==> config.mk <==
export PLATFORM = sky130hd
export DESIGN_NAME = l0c_line_ctrl
export DESIGN_NICKNAME = d
export VERILOG_FILES = /design/src/rtl/l0c_pkg.sv /design/src/rtl/l0c_decide.sv /design/src/rtl/l0c_line.sv /design/src/rtl/l0c_txn.sv /design/src/rtl/l0c_line_ctrl.sv
export SDC_FILE = /design/constraint.sdc
export NUM_CORES = 1
export LEC_CHECK = 0
export ABC_AREA = 1
export BUFFER_PORTS_ARGS = -buffer_cell sky130_fd_sc_hd__clkbuf_2
export CAP_MARGIN = 20
export CORE_MARGIN = 10
export CORE_UTILIZATION = 54
export CTS_CLUSTER_DIAMETER = 40
export CTS_CLUSTER_SIZE = 25
export DETAILED_ROUTE_END_ITERATION = 8
export MAX_ROUTING_LAYER = met4
export PLACE_DENSITY = 0.77
export RECOVER_POWER = 50
export SLEW_MARGIN = 20
export SYNTH_ARGS = -nofsm -noshare
export SYNTH_HDL_FRONTEND = slang
export SYNTH_SLANG_ARGS = --single-unit
==> constraint.sdc <==
create_clock -name clk -period 2.1 [get_ports clk]
set_clock_uncertainty 0.05 [all_clocks]
set_input_delay 0.315 -clock clk [delete_from_list [all_inputs] [get_ports clk]]
set_output_delay 0.315 -clock clk [all_outputs]
set_load 0.005 [all_outputs]
==> src/rtl/l0c_pkg.sv <==
package l0c_pkg;

  typedef enum logic [2:0] {
    ST_I   = 3'd0,
    ST_S   = 3'd1,
    ST_E   = 3'd2,
    ST_M   = 3'd3,
    ST_IS  = 3'd4,
    ST_IIS = 3'd5,
    ST_IM  = 3'd6,
    ST_SM  = 3'd7
  } line_st_t;

  typedef enum logic [1:0] {
    OP_LOAD  = 2'd0,
    OP_FETCH = 2'd1,
    OP_STORE = 2'd2,
    OP_EVICT = 2'd3
  } req_op_t;

  typedef enum logic [1:0] {
    MI_FILL_SH = 2'd0,
    MI_FILL_EX = 2'd1,
    MI_INVAL   = 2'd2,
    MI_FWD     = 2'd3
  } in_kind_t;

  typedef enum logic [2:0] {
    MO_GETS   = 3'd0,
    MO_GETX   = 3'd1,
    MO_PUTX   = 3'd2,
    MO_INVACK = 3'd3,
    MO_FWDDAT = 3'd4
  } out_kind_t;

  typedef struct packed {
    line_st_t  nxt;
    logic      ld_done;
    logic      st_done;
    logic      remote;
    logic      send;
    out_kind_t kind;
    logic      has_data;
    logic      out_dirty;
    logic      wr_fill;
    logic      wr_pend;
    logic      wr_store;
    logic      set_dirty;
    logic      clr_dirty;
    logic      alloc;
    logic      free;
  } act_t;

endpackage

==> src/rtl/l0c_decide.sv <==
module l0c_decide
  import l0c_pkg::*;
(
  input  line_st_t state,
  input  logic     dirty,
  input  logic     req_fire,
  input  logic [1:0] req_op,
  input  logic     mi_valid,
  input  logic [1:0] mi_kind,
  output act_t     act
);

  always_comb begin
    act     = '0;
    act.nxt = state;
    if (mi_valid) begin
      case (in_kind_t'(mi_kind))
        MI_FILL_SH: begin
          if (state inside {ST_IS, ST_IIS}) begin
            act.nxt = ST_S; act.wr_fill = 1'b1; act.ld_done = 1'b1;
            act.remote = 1'b1; act.free = 1'b1;
          end
        end
        MI_FILL_EX: begin
          if (state inside {ST_IS, ST_IIS}) begin
            act.nxt = ST_E; act.wr_fill = 1'b1; act.ld_done = 1'b1;
            act.remote = 1'b1; act.free = 1'b1;
          end else if (state inside {ST_IM, ST_SM}) begin
            act.nxt = ST_M; act.wr_pend = 1'b1; act.set_dirty = 1'b1;
            act.st_done = 1'b1; act.remote = 1'b1; act.free = 1'b1;
          end
        end
        MI_INVAL: begin
          act.send = 1'b1;
          act.kind = MO_INVACK;
          if (state inside {ST_S, ST_E, ST_M}) begin
            act.has_data  = dirty;
            act.out_dirty = dirty;
            act.clr_dirty = 1'b1;
            act.nxt       = ST_I;
          end else if (state == ST_SM) begin
            act.nxt = ST_IM;
          end
        end
        default: begin
          if (state inside {ST_E, ST_M}) begin
            act.send = 1'b1; act.kind = MO_FWDDAT; act.has_data = 1'b1;
            act.out_dirty = dirty; act.clr_dirty = 1'b1; act.nxt = ST_S;
          end
        end
      endcase
    end else if (req_fire) begin
      case (state)
        ST_I: begin
          case (req_op_t'(req_op))
            OP_LOAD:  begin act.send = 1'b1; act.kind = MO_GETS; act.nxt = ST_IS;  act.alloc = 1'b1; end
            OP_FETCH: begin act.send = 1'b1; act.kind = MO_GETS; act.nxt = ST_IIS; act.alloc = 1'b1; end
            OP_STORE: begin act.send = 1'b1; act.kind = MO_GETX; act.nxt = ST_IM;  act.alloc = 1'b1; end
            default:  act.nxt = ST_I;
          endcase
        end
        ST_S, ST_E, ST_M: begin
          case (req_op_t'(req_op))
            OP_LOAD, OP_FETCH: act.ld_done = 1'b1;
            OP_STORE: begin
              if (state == ST_S) begin
                act.send = 1'b1; act.kind = MO_GETX; act.nxt = ST_SM; act.alloc = 1'b1;
              end else begin
                act.wr_store = 1'b1; act.set_dirty = 1'b1; act.st_done = 1'b1; act.nxt = ST_M;
              end
            end
            default: begin
              act.send = 1'b1; act.kind = MO_PUTX; act.has_data = dirty;
              act.out_dirty = dirty; act.clr_dirty = 1'b1; act.nxt = ST_I;
            end
          endcase
        end
        default: act.nxt = state;
      endcase
    end
  end

endmodule

==> src/rtl/l0c_line.sv <==
module l0c_line #(
  parameter int DW = 16
) (
  input  logic          clk,
  input  logic          rst,
  input  logic          wr_en,
  input  logic [DW-1:0] wr_data,
  input  logic          set_dirty,
  input  logic          clr_dirty,
  output logic [DW-1:0] q,
  output logic          dirty
);

  always_ff @(posedge clk) begin
    if (wr_en) q <= wr_data;
  end

  always_ff @(posedge clk) begin
    if (rst)            dirty <= 1'b0;
    else if (set_dirty) dirty <= 1'b1;
    else if (clr_dirty) dirty <= 1'b0;
  end

  AST_DIRTY_ONE_SOURCE: assert property (@(posedge clk) disable iff (rst)
    !(set_dirty && clr_dirty));

endmodule

==> src/rtl/l0c_txn.sv <==
module l0c_txn #(
  parameter int DW = 16
) (
  input  logic          clk,
  input  logic          rst,
  input  logic          alloc,
  input  logic          free,
  input  logic [DW-1:0] wdata_in,
  output logic          valid_q,
  output logic [DW-1:0] wdata_q
);

  always_ff @(posedge clk) begin
    if (rst)        valid_q <= 1'b0;
    else if (alloc) valid_q <= 1'b1;
    else if (free)  valid_q <= 1'b0;
  end

  always_ff @(posedge clk) begin
    if (alloc) wdata_q <= wdata_in;
  end

  AST_ONE_MISS: assert property (@(posedge clk) disable iff (rst)
    alloc |-> !valid_q);
  AST_FREE_OPEN: assert property (@(posedge clk) disable iff (rst)
    free |-> valid_q);

endmodule

==> src/rtl/l0c_line_ctrl.sv <==
module l0c_line_ctrl
  import l0c_pkg::*;
#(
  parameter int DW = 16
) (
  input  logic          clk,
  input  logic          rst,
  input  logic          req_valid,
  input  logic [1:0]    req_op,
  input  logic [DW-1:0] req_wdata,
  output logic          req_ready,
  output logic          done_load,
  output logic          done_store,
  output logic          done_remote,
  output logic [DW-1:0] rd_data,
  input  logic          mi_valid,
  input  logic [1:0]    mi_kind,
  input  logic [DW-1:0] mi_data,
  output logic          mo_valid,
  output logic [2:0]    mo_kind,
  output logic          mo_dirty,
  output logic          mo_has_data,
  output logic [DW-1:0] mo_data
);

  line_st_t      state_q;
  act_t          act;
  logic          busy;
  logic          req_fire;
  logic          txn_open;
  logic [DW-1:0] txn_wdata;
  logic [DW-1:0] line_q;
  logic          line_dirty;
  logic          wr_en;
  logic [DW-1:0] wr_data;

  assign busy      = state_q inside {ST_IS, ST_IIS, ST_IM, ST_SM};
  assign req_ready = !busy && !mi_valid;
  assign req_fire  = req_valid && req_ready;

  l0c_decide u_decide (
    .state    (state_q),
    .dirty    (line_dirty),
    .req_fire (req_fire),
    .req_op   (req_op),
    .mi_valid (mi_valid),
    .mi_kind  (mi_kind),
    .act      (act)
  );

  l0c_txn #(.DW(DW)) u_txn (
    .clk      (clk),
    .rst      (rst),
    .alloc    (act.alloc),
    .free     (act.free),
    .wdata_in (req_wdata),
    .valid_q  (txn_open),
    .wdata_q  (txn_wdata)
  );

  assign wr_en   = act.wr_fill || act.wr_pend || act.wr_store;
  assign wr_data = act.wr_fill ? mi_data : (act.wr_pend ? txn_wdata : req_wdata);

  l0c_line #(.DW(DW)) u_line (
    .clk       (clk),
    .rst       (rst),
    .wr_en     (wr_en),
    .wr_data   (wr_data),
    .set_dirty (act.set_dirty),
    .clr_dirty (act.clr_dirty),
    .q         (line_q),
    .dirty     (line_dirty)
  );

  always_ff @(posedge clk) begin
    if (rst) begin
      state_q     <= ST_I;
      done_load   <= 1'b0;
      done_store  <= 1'b0;
      done_remote <= 1'b0;
      rd_data     <= '0;
      mo_valid    <= 1'b0;
      mo_kind     <= 3'd0;
      mo_dirty    <= 1'b0;
      mo_has_data <= 1'b0;
      mo_data     <= '0;
    end else begin
      state_q     <= act.nxt;
      done_load   <= act.ld_done;
      done_store  <= act.st_done;
      done_remote <= act.remote;
      if (act.ld_done || act.st_done) rd_data <= wr_en ? wr_data : line_q;
      mo_valid    <= act.send;
      mo_kind     <= act.kind;
      mo_dirty    <= act.out_dirty;
      mo_has_data <= act.has_data;
      mo_data     <= act.has_data ? line_q : '0;
    end
  end

  AST_TXN_MATCHES_WAIT: assert property (@(posedge clk) disable iff (rst)
    txn_open == busy);
  AST_NO_HIT_WHILE_BUSY: assert property (@(posedge clk) disable iff (rst)
    busy |=> !((done_load || done_store) && !done_remote));
  AST_DONE_EXCL: assert property (@(posedge clk) disable iff (rst)
    $onehot0({done_load, done_store}));
  AST_INV_KEEPS_MISS: assert property (@(posedge clk) disable iff (rst)
    (mi_valid && mi_kind == 2'd2 && state_q inside {ST_I, ST_IS, ST_IIS, ST_IM})
    |=> (mo_valid && mo_kind == 3'd3 && !mo_has_data && state_q == $past(state_q)));
  AST_LOAD_FILL: assert property (@(posedge clk) disable iff (rst)
    (mi_valid && mi_kind inside {2'd0, 2'd1} && state_q inside {ST_IS, ST_IIS})
    |=> (done_load && done_remote && rd_data == $past(mi_data)));
  AST_STORE_FILL: assert property (@(posedge clk) disable iff (rst)
    (mi_valid && mi_kind == 2'd1 && state_q inside {ST_IM, ST_SM})
    |=> (done_store && done_remote && line_dirty && state_q == ST_M));
  AST_CLEAN_PUTX_EMPTY: assert property (@(posedge clk) disable iff (rst)
    (mo_valid && mo_kind == 3'd2 && !mo_dirty) |-> (mo_data == '0));
  AST_MSG_FIRST: assert property (@(posedge clk) disable iff (rst)
    (mi_valid && !busy) |=> !(done_load && !done_remote));

endmodule

# Word-level counts from Yosys, hierarchy flattened
# Index checks and enable logic that the tools add are counted.
# totals
ff_bits	77
in_bits	40
output_inout_bits	42
elab_cells	116
# classes
eq_ne	16
muxes	60
bitwise	2
n_reduce_logical	25
# op_table
op	count
$mux W16	3
$pmux W4 S2	3
$mux W1	21
$mux W3	7
$mux W2	9
$mux W6	3
$pmux W3 S3	2
$eq A3 B3 Y1 const B	4
$mux W4	3
$pmux W3 S2	2
$pmux W6 S2	1
$mux W5	2
$reduce_bool A2 Y1	5
$pmux W1 S2	4
$reduce_or A2 Y1	4
$reduce_and A7 Y1	1
$eq A3 B2 Y1 const B	2
$reduce_bool A3 Y1	2
$reduce_or A3 Y1	2
$ne A5 B1 Y1 const B	1
$eq A2 B1 Y1 const B	2
$eq A2 B2 Y1 const B	2
$logic_not A2 Y1	2
$ne A4 B2 Y1 const B	1
other kinds (10)	15

# Logic depth before layout (Yosys ltp)
# Gate-level depths: netlist of the first run.
# logic_depth
word_depth	9
ltp_mapped	12
depth_no_buf	12

# By module
# A second synthesis of the first run with hierarchy kept.
# unflattened
hier_cells	440
area_unflattened_um2	3649.8
# by_module_without_submodules
mod	n_inst	cells_per_inst	area_per_inst_um2	seq_area_each_um2
l0c_line_ctrl	1	300	2117.0	880.8
l0c_line	1	21	520.5	500.5
l0c_txn	1	21	520.5	500.5
l0c_decide	1	98	491.7	0.0

# Least setup slack after synthesis of the first run
# No wires, ideal clock.
# synth_timing
kind	register to register
startpoint	reg state_q[2]
endpoint	reg u_txn.wdata_q[0], enable pin
setup_time_ns	0.364
t_arrival_ns	1.206
required_ns	1.686
path_slack_ns	0.481
stages_incl_launch_ff	6
period_less_slack_ns	1.619
path_cell_list	dfxtp_1 -> inv_2 -> nand2_1 -> nor2_2 -> o21ai_0 -> inv_1
# synth_lines
item	line_no	source
start, declared	l0c_line_ctrl.sv:26	line_st_t state_q;
start signal, assigned	l0c_line_ctrl.sv:88	state_q <= act.nxt;
end signal, assigned	l0c_txn.sv:20	if (alloc) wdata_q <= wdata_in;
end, declared	l0c_txn.sv:10	output logic [DW-1:0] wdata_q

# Worst setup path in the final report of the first run
# layout_timing
startpoint	reg state_q[2]
endpoint	reg rd_data[7]
# layout_between
elab_chain_cells	9
# layout_rtl
item	line_no	source
$eq A3 B3 Y1 (on tied branches)	-	
$reduce_bool A2 Y1 / $reduce_bool A4 Y1 (equally long branches)	l0c_decide.sv:28, l0c_line_ctrl.sv:37	
$mux W1 / $logic_not A1 Y1 (equally long branches)	-	
$mux W1 / $logic_and A1 B1 Y1 (equally long branches)	l0c_decide.sv:25, l0c_line_ctrl.sv:38	
$mux W1 / $logic_and A1 B1 Y1 (equally long branches)	l0c_decide.sv:17, l0c_line_ctrl.sv:39	
$mux W2 / $mux W4 (equally long branches)	l0c_decide.sv:16, l0c_decide.sv:52	
$mux W16, or another cell as far along	l0c_line_ctrl.sv:62	assign wr_data = act.wr_fill ? mi_data : (act.wr_pend ? txn_wdata : req_wdata);
$mux W16 / $logic_or A1 B1 Y1 (equally long branches)	l0c_line_ctrl.sv:62, l0c_line_ctrl.sv:61	
$mux W16	l0c_line_ctrl.sv:92	if (act.ld_done || act.st_done) rd_data <= wr_en ? wr_data : line_q;
end signal, assigned	l0c_line_ctrl.sv:92	
end, declared	l0c_line_ctrl.sv:15	output logic [DW-1:0] rd_data,
# Parallel ways exist; a longest one is shown, timed or not. The select of a mux whose other input is x is not followed.
# A chain may end at the register's enable or synchronous reset.

==> results of run 1 <==
## power by group through the flow
stage	clock network, W	registers, W	logic [W]
final	0.00114	0.00187	0.000716
after CTS	0.00115	0.00188	0.000739
after floorplan	0	0.00187	0.000539
after detailed placement	0	0.00191	0.000729
after global routing	0.00121	0.00190	0.000830
after global placement	0	0.00190	0.000717
## stage by stage
stage	setup WS, ns	util
after floorplan	0.481	-
after global placement	0.151	0.635
after detailed placement	0.0423	0.635
after CTS	0.280	0.666
after global routing	0.106	0.652
final	0.311	0.652
## area by class of cell
type / instances / area [um^2]
fill: 613 / 2240
sequential: 77 / 1700
multi-input combinational: 295 / 1370
timing repair buffer: 89 / 424
inverter: 103 / 389
clock buffer: 13 / 181
tap: 77 / 96.3
clock inverter: 3 / 21.3
## layer usage
metal / track usage / share of wire
met2: 0.312 / 0.48
met1: 0.222 / 0.43
met4: 0.0825 / 0.018
met5: - / 0
met3: 0.0340 / 0.069
## cells in the mapped netlist, types with 2 or more instances
cell / n / area [um^2]
nor2_1: 35 / 131
ha_1: 5 / 62.6
inv_2: 2 / 7.51
dfxtp_1: 61 / 1220
a21oi_1: 4 / 20.0
inv_1: 100 / 375
nand2_1: 135 / 507
nand3_2: 3 / 30.0
nand4_1: 16 / 100
edfxtp_1: 16 / 480
buf_4: 5 / 37.5
o21ai_0: 10 / 50.1
nor2_2: 9 / 56.3
buf_2: 10 / 50.1
nand3_1: 69 / 345
clkbuf_1: 2 / 7.51
nor2_4: 3 / 33.8
nand2_2: 2 / 12.5
## worst max-delay path by stage
stage                  endpoint  slack [ns]        from
6_report             rd_data[7]        0.31  state_q[2]
5_1_grt              rd_data[7]        0.11  state_q[2]
4_1_cts              rd_data[7]        0.28  state_q[1]
3_5_place_dp         rd_data[7]        0.04  mi_kind[1]
3_3_place_gp         rd_data[4]        0.15  mi_kind[1]
2_1_floorplan  u_txn.wdata_q[0]        0.48  state_q[2]
## registers in the layout, indices dropped and copies added (netlist names)
register       cells
u_txn.wdata_q     16
mo_dirty           1
mo_valid           1
u_line.dirty       1
mo_kind            3
mo_data           16
mo_has_data        1
state_q            3
u_line.q          16
rd_data           16
done_load          1
done_store         1
done_remote        1
## worst max-delay path, cell delays in order (launching register included)
cell and delay (ns):
dfxtp_1 0.47, inv_2 0.12, nor2_1 0.19, nand3_2 0.34, nand3_1 0.22, nand3_1 0.11, nand3_1 0.11, nand2_1 0.08
inv_1 0.05
## cells by family after synthesis
logic type               share of synthesized area
adder cells (fa/ha/maj)                     0.0174
flip-flops                                   0.473
AND/OR/NAND/NOR                              0.347
buffers and inverters                        0.139
AO/OA/AOI/OAI                               0.0240
## layout by cell type, fill, tap and decap left out, types with 2 or more instances in the layout
cell,instances
nand4_1,17
clkbuf_16,2
edfxtp_1,16
inv_4,3
clkbuf_1,55
nor2_4,3
nand3_2,2
inv_1,100
clkbuf_8,9
inv_2,2
buf_4,6
nand2_1,136
ha_1,5
nand3_1,70
a21oi_1,4
nor2_1,36
clkbuf_2,28
o21ai_0,10
buf_12,2
dfxtp_1,61
nor2_2,8
==> summary.txt, run 1 <==
status = finished clean
post-DR wirelength/cell = 14.2 um
antenna violations before repair = 0
CTS Buffer Depth = 2
CP Class = reg2reg
GRT Total Usage = 0.190
pwr dens = 891 nW/um^2
aggregate routed wire length = 9300 um
Hold WS = 0.122 ns
post-route setup TNS = 0 ns
post-synth cell types = 24
# setup viols final = 0
worst vdd ir = 479 uV
post-route cell area = 4190 um^2
Clk pin slew, worst setup/hold paths = 0.08 ns
Placed Instance Area = 4080 um^2
crit path time final = 1.79 ns
Placer Congestion = 0.926
layout cells sized above 1 = 0.119
R2R Setup Slk = 0.31 ns
grt total ovfl = 0
hold crit path type = in2reg
Critical Path Fanout Max = 17
Initial Util = 0.560
Via Count = 3337
num ports = 82
Hold Crit Endpoint = u_txn.wdata_q[9]
chip height = 102 um
period utilisation layout = 0.852
largest net degree at the start of global routing = 34
CTS tree = built
Rows = 29
Slew Limit Fails = 0
clock sinks = 77
Internal Pwr Total = 0.00259 W
H-tree levels = 3
core area = 6420 um^2
CP Capture Type = flop
CP startpoint kind = flop
worst r2r path cells = 8
Post-CTS Setup Bufs = 0
post-synthesis instance total = 493
NetSw = 0.00114 W
max-cap violation count = 0
Layout area overhead = 16.3%
#FFs+latches synth = 77
Comb power frac = 0.192
total chip power = 0.00373 W
Leak = 2.22 nW
TritonRoute pass-1 iters = 5
Final ANT Viol Nets = 0
Synth async-reset ratio = 0
clk_lat worst skew = 0.35 ns
final hold vios = 0
CP required = 2.35 ns
Most used DFF post-synth = dfxtp_1
die width = 102 um
Fmax = 559 MHz
HPWL after DPL = 6760 um
cts hold-fix bufs = 0
Clock Power Share = 0.306
Post-Layout Cell Count = 657
vias in the first global route = 3259
worst slew pin tran = 0.391 ns
Vias/cell = 5.08
initial DRC count = 202
Worst slew margin = 0.739
YS warnings = 0
Sw Ratio = 0.305
Placed Instances = 641
Residual DRC = 0
EDFF count, synth = 16
number of port buffers = 81
syn nets = 538
Arrival @ worst endpoint = 2.04 ns
RSZ-0062 raised after global routing = false
sequential share of power = 0.502
post-synthesis sequential area ratio = 0.473
first-pass GRT wire length = 15100 um
reg2reg start = state_q[2]
diodes inserted = 0
DIE AREA = 10300 um^2
total CTS buffers = 9
FF-to-FF End = rd_data[7]
Post-layout nets = 620
hold path depth = 1
Resized cells post-CTS = 0
hold path startpoint = req_wdata[9]
syn avg cell area = 7.30 um^2
CTS Root Cell = clkbuf_8
post-synthesis cell area = 3600 um^2
Note: power is estimated with default switching activity, not from simulation.
==> run 2: changes to the inputs <==
--- a/config.mk
+++ b/config.mk
@@ -5,17 +5,17 @@
 export SDC_FILE = /design/constraint.sdc
 export NUM_CORES = 1
 export LEC_CHECK = 0
-export ABC_AREA = 1
 export BUFFER_PORTS_ARGS = -buffer_cell sky130_fd_sc_hd__clkbuf_2
 export CAP_MARGIN = 20
 export CORE_MARGIN = 10
-export CORE_UTILIZATION = 54
+export CORE_UTILIZATION = 53
 export CTS_CLUSTER_DIAMETER = 40
 export CTS_CLUSTER_SIZE = 25
 export DETAILED_ROUTE_END_ITERATION = 8
 export MAX_ROUTING_LAYER = met4
-export PLACE_DENSITY = 0.77
+export PLACE_DENSITY = 0.76
 export RECOVER_POWER = 50
+export REMOVE_ABC_BUFFERS = 1
 export SLEW_MARGIN = 20
 export SYNTH_ARGS = -nofsm -noshare
 export SYNTH_HDL_FRONTEND = slang
==> run 2 against run 1 <==
Against the previous run: clock power grew 9%; hold slack gained 0.0010 ns; wire length grew 0.14%; area after synthesis shrank 3.3%; clock-buffer cell count shrank 3; cell count shrank 19%; critical path type unchanged; largest cell class unchanged.
==> summary.txt, run 2 <==
#FFs+latches synth = 77
DIE AREA = 10200 um^2
Post-CTS Setup Bufs = 0
max-cap violation count = 0
Residual DRC = 0
core area = 6350 um^2
Layout area overhead = 21.8%
H-tree levels = 3
vias in the first global route = 2979
# setup viols final = 0
synth cell count leaders = dfxtp_1, nor2_1, a21oi_1, nor3_1
most instantiated library cell after synthesis = dfxtp_1
EDFF count, synth = 16
period utilisation layout = 0.897
hold crit path type = in2reg
Critical Path Fanout Max = 16
post-route setup TNS = 0 ns
Rows = 29
crit-path cells = nand2b_1, or2_0, buf_12, nor2_1, or3_1, a311oi_1
number of port buffers = 81
final hold vios = 0
Sw Ratio = 0.281
pwr dens = 939 nW/um^2
post-synthesis cell area = 3480 um^2
clk_lat worst skew = 0.34 ns
Initial Util = 0.548
Final ANT Viol Nets = 0
YS warnings = 0
CP Capture Type = flop
grt total ovfl = 0
antenna violations before repair = 0
worst r2r path cells = 6
RSZ-0062 raised after global routing = false
Arrival @ worst endpoint = 2.09 ns
Clk pin slew, worst setup/hold paths = 0.08 ns
aggregate routed wire length = 9310 um
CP max stage delay = 0.42 ns
total CTS buffers = 9
CTS tree = built
top cells by area, synth = dfxtp_1, edfxtp_1, nor2_1
die width = 101 um
Fmax = 531 MHz
Critical Path Slowest Stage Cell = dfxtp_1
hold path depth = 2
first-pass GRT wire length = 14900 um
Clock Power Share = 0.311
syn avg cell area = 9.80 um^2
Placer Congestion = 0.841
CP required = 2.31 ns
Post-layout nets = 497
initial DRC count = 123
post-DR wirelength/cell = 17.5 um
most common cell after layout, fill and taps aside = dfxtp_1
Most used DFF post-synth = dfxtp_1
TritonRoute pass-1 iters = 6
post-synthesis instance total = 355
CTS Buffer Depth = 2
CP Class = reg2reg
diodes inserted = 0
leading area contributor after synthesis = dfxtp_1
GRT Total Usage = 0.187
NetSw = 0.00112 W
worst vdd ir = 552 uV
Worst slew margin = 0.675
Synth async-reset ratio = 0
Via Count = 2948
Vias/cell = 5.53
largest net degree at the start of global routing = 21
CP startpoint kind = flop
post-route cell area = 4240 um^2
HPWL after DPL = 6730 um
Placed Instance Area = 4090 um^2
Comb power frac = 0.224
Leak = 1.71 nW
CTS Root Cell = clkbuf_8
crit path time final = 1.88 ns
worst slew pin tran = 0.487 ns
post-synthesis sequential area ratio = 0.489
clock sinks = 77
layout cells sized above 1 = 0.232
Synth top area share = 0.351
chip height = 101 um
post-synth cell types = 41
num ports = 82
commonest cells after routing, fill and taps aside = dfxtp_1, clkbuf_1, nor2_1
sequential share of power = 0.464
Slew Limit Fails = 0
Filler cells = 548
status = finished clean
Internal Pwr Total = 0.00286 W
-- run 2: cell count changes after synthesis, moves of 16 or more --
cell	previous run	this run
nand4_1	16	0
nand2_1	135	9
nor3_1	0	21
a21o_1	0	16
and2_1	0	17
nand3_1	69	1
a21oi_1	4	30
nand2b_1	0	20
inv_1	100	6
a211oi_1	0	20
-- run 2: cell type report --
type	count	area, um^2	area share
clock inverters	5	82.6	0.0195
inverters	6	22.5	0.00531
clock buffers	10	138	0.0325
flip-flops and latches	77	1700	0.402
well taps	77	96.3	0.0227
multi-input cells	246	1590	0.374
repair buffers	112	609	0.144
-- run 2: power by group through the flow --
stage | logic [W] | clock network (W) | registers, W
floorplan | 0.000597 | 0 | 0.00186
global placement | 0.000881 | 0 | 0.00188
detailed placement | 0.000902 | 0 | 0.00188
CTS | 0.000913 | 0.00125 | 0.00185
global route | 0.000997 | 0.00131 | 0.00187
finish | 0.000892 | 0.00124 | 0.00185
-- run 2: worst paths after layout --
path                    start      endpoint  slack, ns
setup / recovery   state_q[2]    rd_data[0]       0.22
hold / removal    mi_data[12]  u_line.q[12]       0.12
setup reg to reg   state_q[2]    rd_data[0]       0.22
hold reg to reg   u_line.q[0]    mo_data[0]       0.41
-- run 2: worst max-delay path, delay by kind of cell, from the launching register on --
family / cells / cell delay (ns)
simple gates: 4 / 0.93
flops: 1 / 0.42
compound gates: 1 / 0.21
buf+inv: 1 / 0.19
-- run 2: kinds of logic (layout without fill, tap and decap cells) --
kind of cell | count (synthesis) | count (layout) | synth area share
simple gates | 147 | 147 | 0.245
fa+ha+maj | 5 | 5 | 0.0180
compound gates | 94 | 94 | 0.195
flops | 77 | 77 | 0.489
buf+inv | 32 | 133 | 0.0532
-- run 2: stage by stage --
step                      worst slack, ns  power, W  hold slack, ns   util  cells
after CTS                           0.125   0.00401           0.107  0.679    533
after global placement             0.0527   0.00276           0.392  0.644    518
after global routing               0.0580   0.00418           0.121  0.667    533
after detailed placement         -0.00612   0.00278           0.392  0.644    518
after floorplan                    -0.454   0.00245           0.334      -    329
final                               0.216   0.00398           0.123  0.667    533
-- run 2: repair_timing --
action,CTS,global route
hold buffers,0,0
setup endpoints to repair,0,3
gates resized for setup,0,2
-- run 2: per-layer routing --
| layer | wire, um | global-route usage |
|---|---|---|
| met3 | 607 | 0.0425 |
| met2 | 4470 | 0.303 |
| met5 | 0 | - |
| met4 | 117 | 0.0643 |
| met1 | 4120 | 0.225 |
==> run 3: changes to the inputs <==
--- a/config.mk
+++ b/config.mk
@@ -7,13 +7,15 @@
 export LEC_CHECK = 0
 export BUFFER_PORTS_ARGS = -buffer_cell sky130_fd_sc_hd__clkbuf_2
 export CAP_MARGIN = 20
+export CELL_PAD_IN_SITES_DETAIL_PLACEMENT = 0
+export CELL_PAD_IN_SITES_GLOBAL_PLACEMENT = 2
 export CORE_MARGIN = 10
-export CORE_UTILIZATION = 53
+export CORE_UTILIZATION = 33
 export CTS_CLUSTER_DIAMETER = 40
 export CTS_CLUSTER_SIZE = 25
 export DETAILED_ROUTE_END_ITERATION = 8
 export MAX_ROUTING_LAYER = met4
-export PLACE_DENSITY = 0.76
+export PLACE_DENSITY = 0.77
 export RECOVER_POWER = 50
 export REMOVE_ABC_BUFFERS = 1
 export SLEW_MARGIN = 20
==> run 3 against run 2 <==
Against the previous run: combinational power about the same; cell count increased by 11%; clock-buffer cell count stayed put; critical path type unchanged; largest power group unchanged.
==> summary.txt, run 3 (same netlist as run 2, synthesis figures left out) <==
status = finished clean
worst vdd ir = 423 uV
Hold WS = 0.120 ns
initial DRC count = 162
HPWL after DPL = 7400 um
clk_lat worst skew = 0.35 ns
chip height = 123 um
antenna violations before repair = 0
largest net degree at the start of global routing = 19
CP Capture Type = flop
core area = 10300 um^2
first-pass GRT wire length = 16200 um
sequential share of power = 0.486
most common cell after layout, fill and taps aside = dfxtp_1
Post-CTS Setup Bufs = 0
layout cells sized above 1 = 0.216
CTS Buffer Depth = 2
CP startpoint kind = flop
Sw Ratio = 0.308
total chip power = 0.00380 W
Initial Util = 0.339
diodes inserted = 0
CTS Root Cell = clkbuf_8
Internal Pwr Total = 0.00263 W
crit path time final = 1.95 ns
grt total ovfl = 0
Slew Limit Fails = 0
CP Class = reg2reg
Leak = 1.65 nW
GRT Total Usage = 0.142
Final ANT Viol Nets = 0
CTS tree = built
TritonRoute pass-1 iters = 4
num ports = 82
Worst slew margin = 0.660
Clock Power Share = 0.279
DIE AREA = 15100 um^2
pwr dens = 891 nW/um^2
clock sinks = 77
hold crit path type = in2reg
post-DR wirelength/cell = 17.4 um
cts hold-fix bufs = 0
worst slew pin tran = 0.511 ns
number of port buffers = 81
post-route cell area = 4260 um^2
period utilisation layout = 0.929
Placed Instance Area = 4160 um^2
Arrival @ worst endpoint = 2.17 ns
aggregate routed wire length = 10200 um
Filler cells = 1095
Placer Congestion = 0.888
hold path depth = 2
Comb power frac = 0.235
vias in the first global route = 2976
max-cap violation count = 0
Clk pin slew, worst setup/hold paths = 0.09 ns
area occupied by multi-input gates = 1600 um^2
Hold Crit Endpoint = u_line.q[9]
Register Area = 1700 um^2
Critical Path Fanout Max = 17
final hold vios = 0
commonest cells after routing, fill and taps aside = dfxtp_1, clkbuf_1, nor2_1
Rows = 37
Vias/cell = 4.87
Via Count = 2872
reg2reg start = state_q[2]
RSZ-0062 raised after global routing = false
Fmax = 513 MHz
die width = 123 um
Layout area overhead = 22.5%
worst r2r path cells = 4
CP required = 2.32 ns
FF-to-FF End = rd_data[0]
R2R Setup Slk = 0.15 ns
total CTS buffers = 9
H-tree levels = 3
Residual DRC = 0
# setup viols final = 0
Post-layout nets = 494
hold path startpoint = mi_data[9]
NetSw = 0.00117 W
==> run 3: timing repair <==
action                                 in CTS  in global routing
endpoints found under the hold margin       0                  0
setup endpoints to repair                   0                  1
gates resized for setup                     0                  2
==> run 3: cell type report <==
type	instances	area share
clock buffers	10	0.0323
clock inverters	6	0.0106
inverters	6	0.00528
multi-input cells	246	0.375
flip-flops and latches	77	0.399
well taps	136	0.0399
repair buffers	109	0.138
==> run 3: metrics by stage <==
stage / setup WS (ns) / utilization / TNS [ns] / std cells
final: 0.149 / 0.415 / 0 / 590
after global placement: 0.0228 / 0.404 / 0 / 574
after CTS: 0.123 / 0.422 / 0 / 590
after global routing: 0.0361 / 0.415 / 0 / 590
after detailed placement: -0.00896 / 0.404 / -0.00896 / 574
after floorplan: -0.454 / - / -6.39 / 329
==> run 3: how the worst max path moves through the flow <==
stage,start,endpoint,slack (ns)
2_1_floorplan,mi_kind[1],rd_data[0],-0.45
3_3_place_gp,mi_kind[0],rd_data[0],0.02
3_5_place_dp,mi_kind[0],rd_data[0],-0.009
4_1_cts,state_q[2],rd_data[0],0.12
5_1_grt,state_q[1],rd_data[0],0.04
6_report,state_q[2],rd_data[0],0.15
==> run 3: routing by layer <==
layer,global-route usage,vias to the layer above,part of all wire
met5,-,-,0
met4,0.0442,0,0.0098
met3,0.0335,9,0.052
met2,0.220,72,0.47
met1,0.179,1339,0.47
li1,-,1452,-
==> run 3: power groups by stage <==
stage	registers [W]	clock network (W)	logic [W]
2_1_floorplan	0.00186	0	0.000597
3_3_place_gp	0.00189	0	0.000898
3_5_place_dp	0.00189	0	0.000920
4_1_cts	0.00185	0.00109	0.000923
5_1_grt	0.00188	0.00116	0.00101
6_report	0.00185	0.00106	0.000891
==> run 3: worst max-delay path: stages, from the launching register on <==
cell,delay (ns)
dfxtp_1,0.50
nand2b_1,0.23
nor2_2,0.10
or4_4,0.68
a311oi_1,0.29
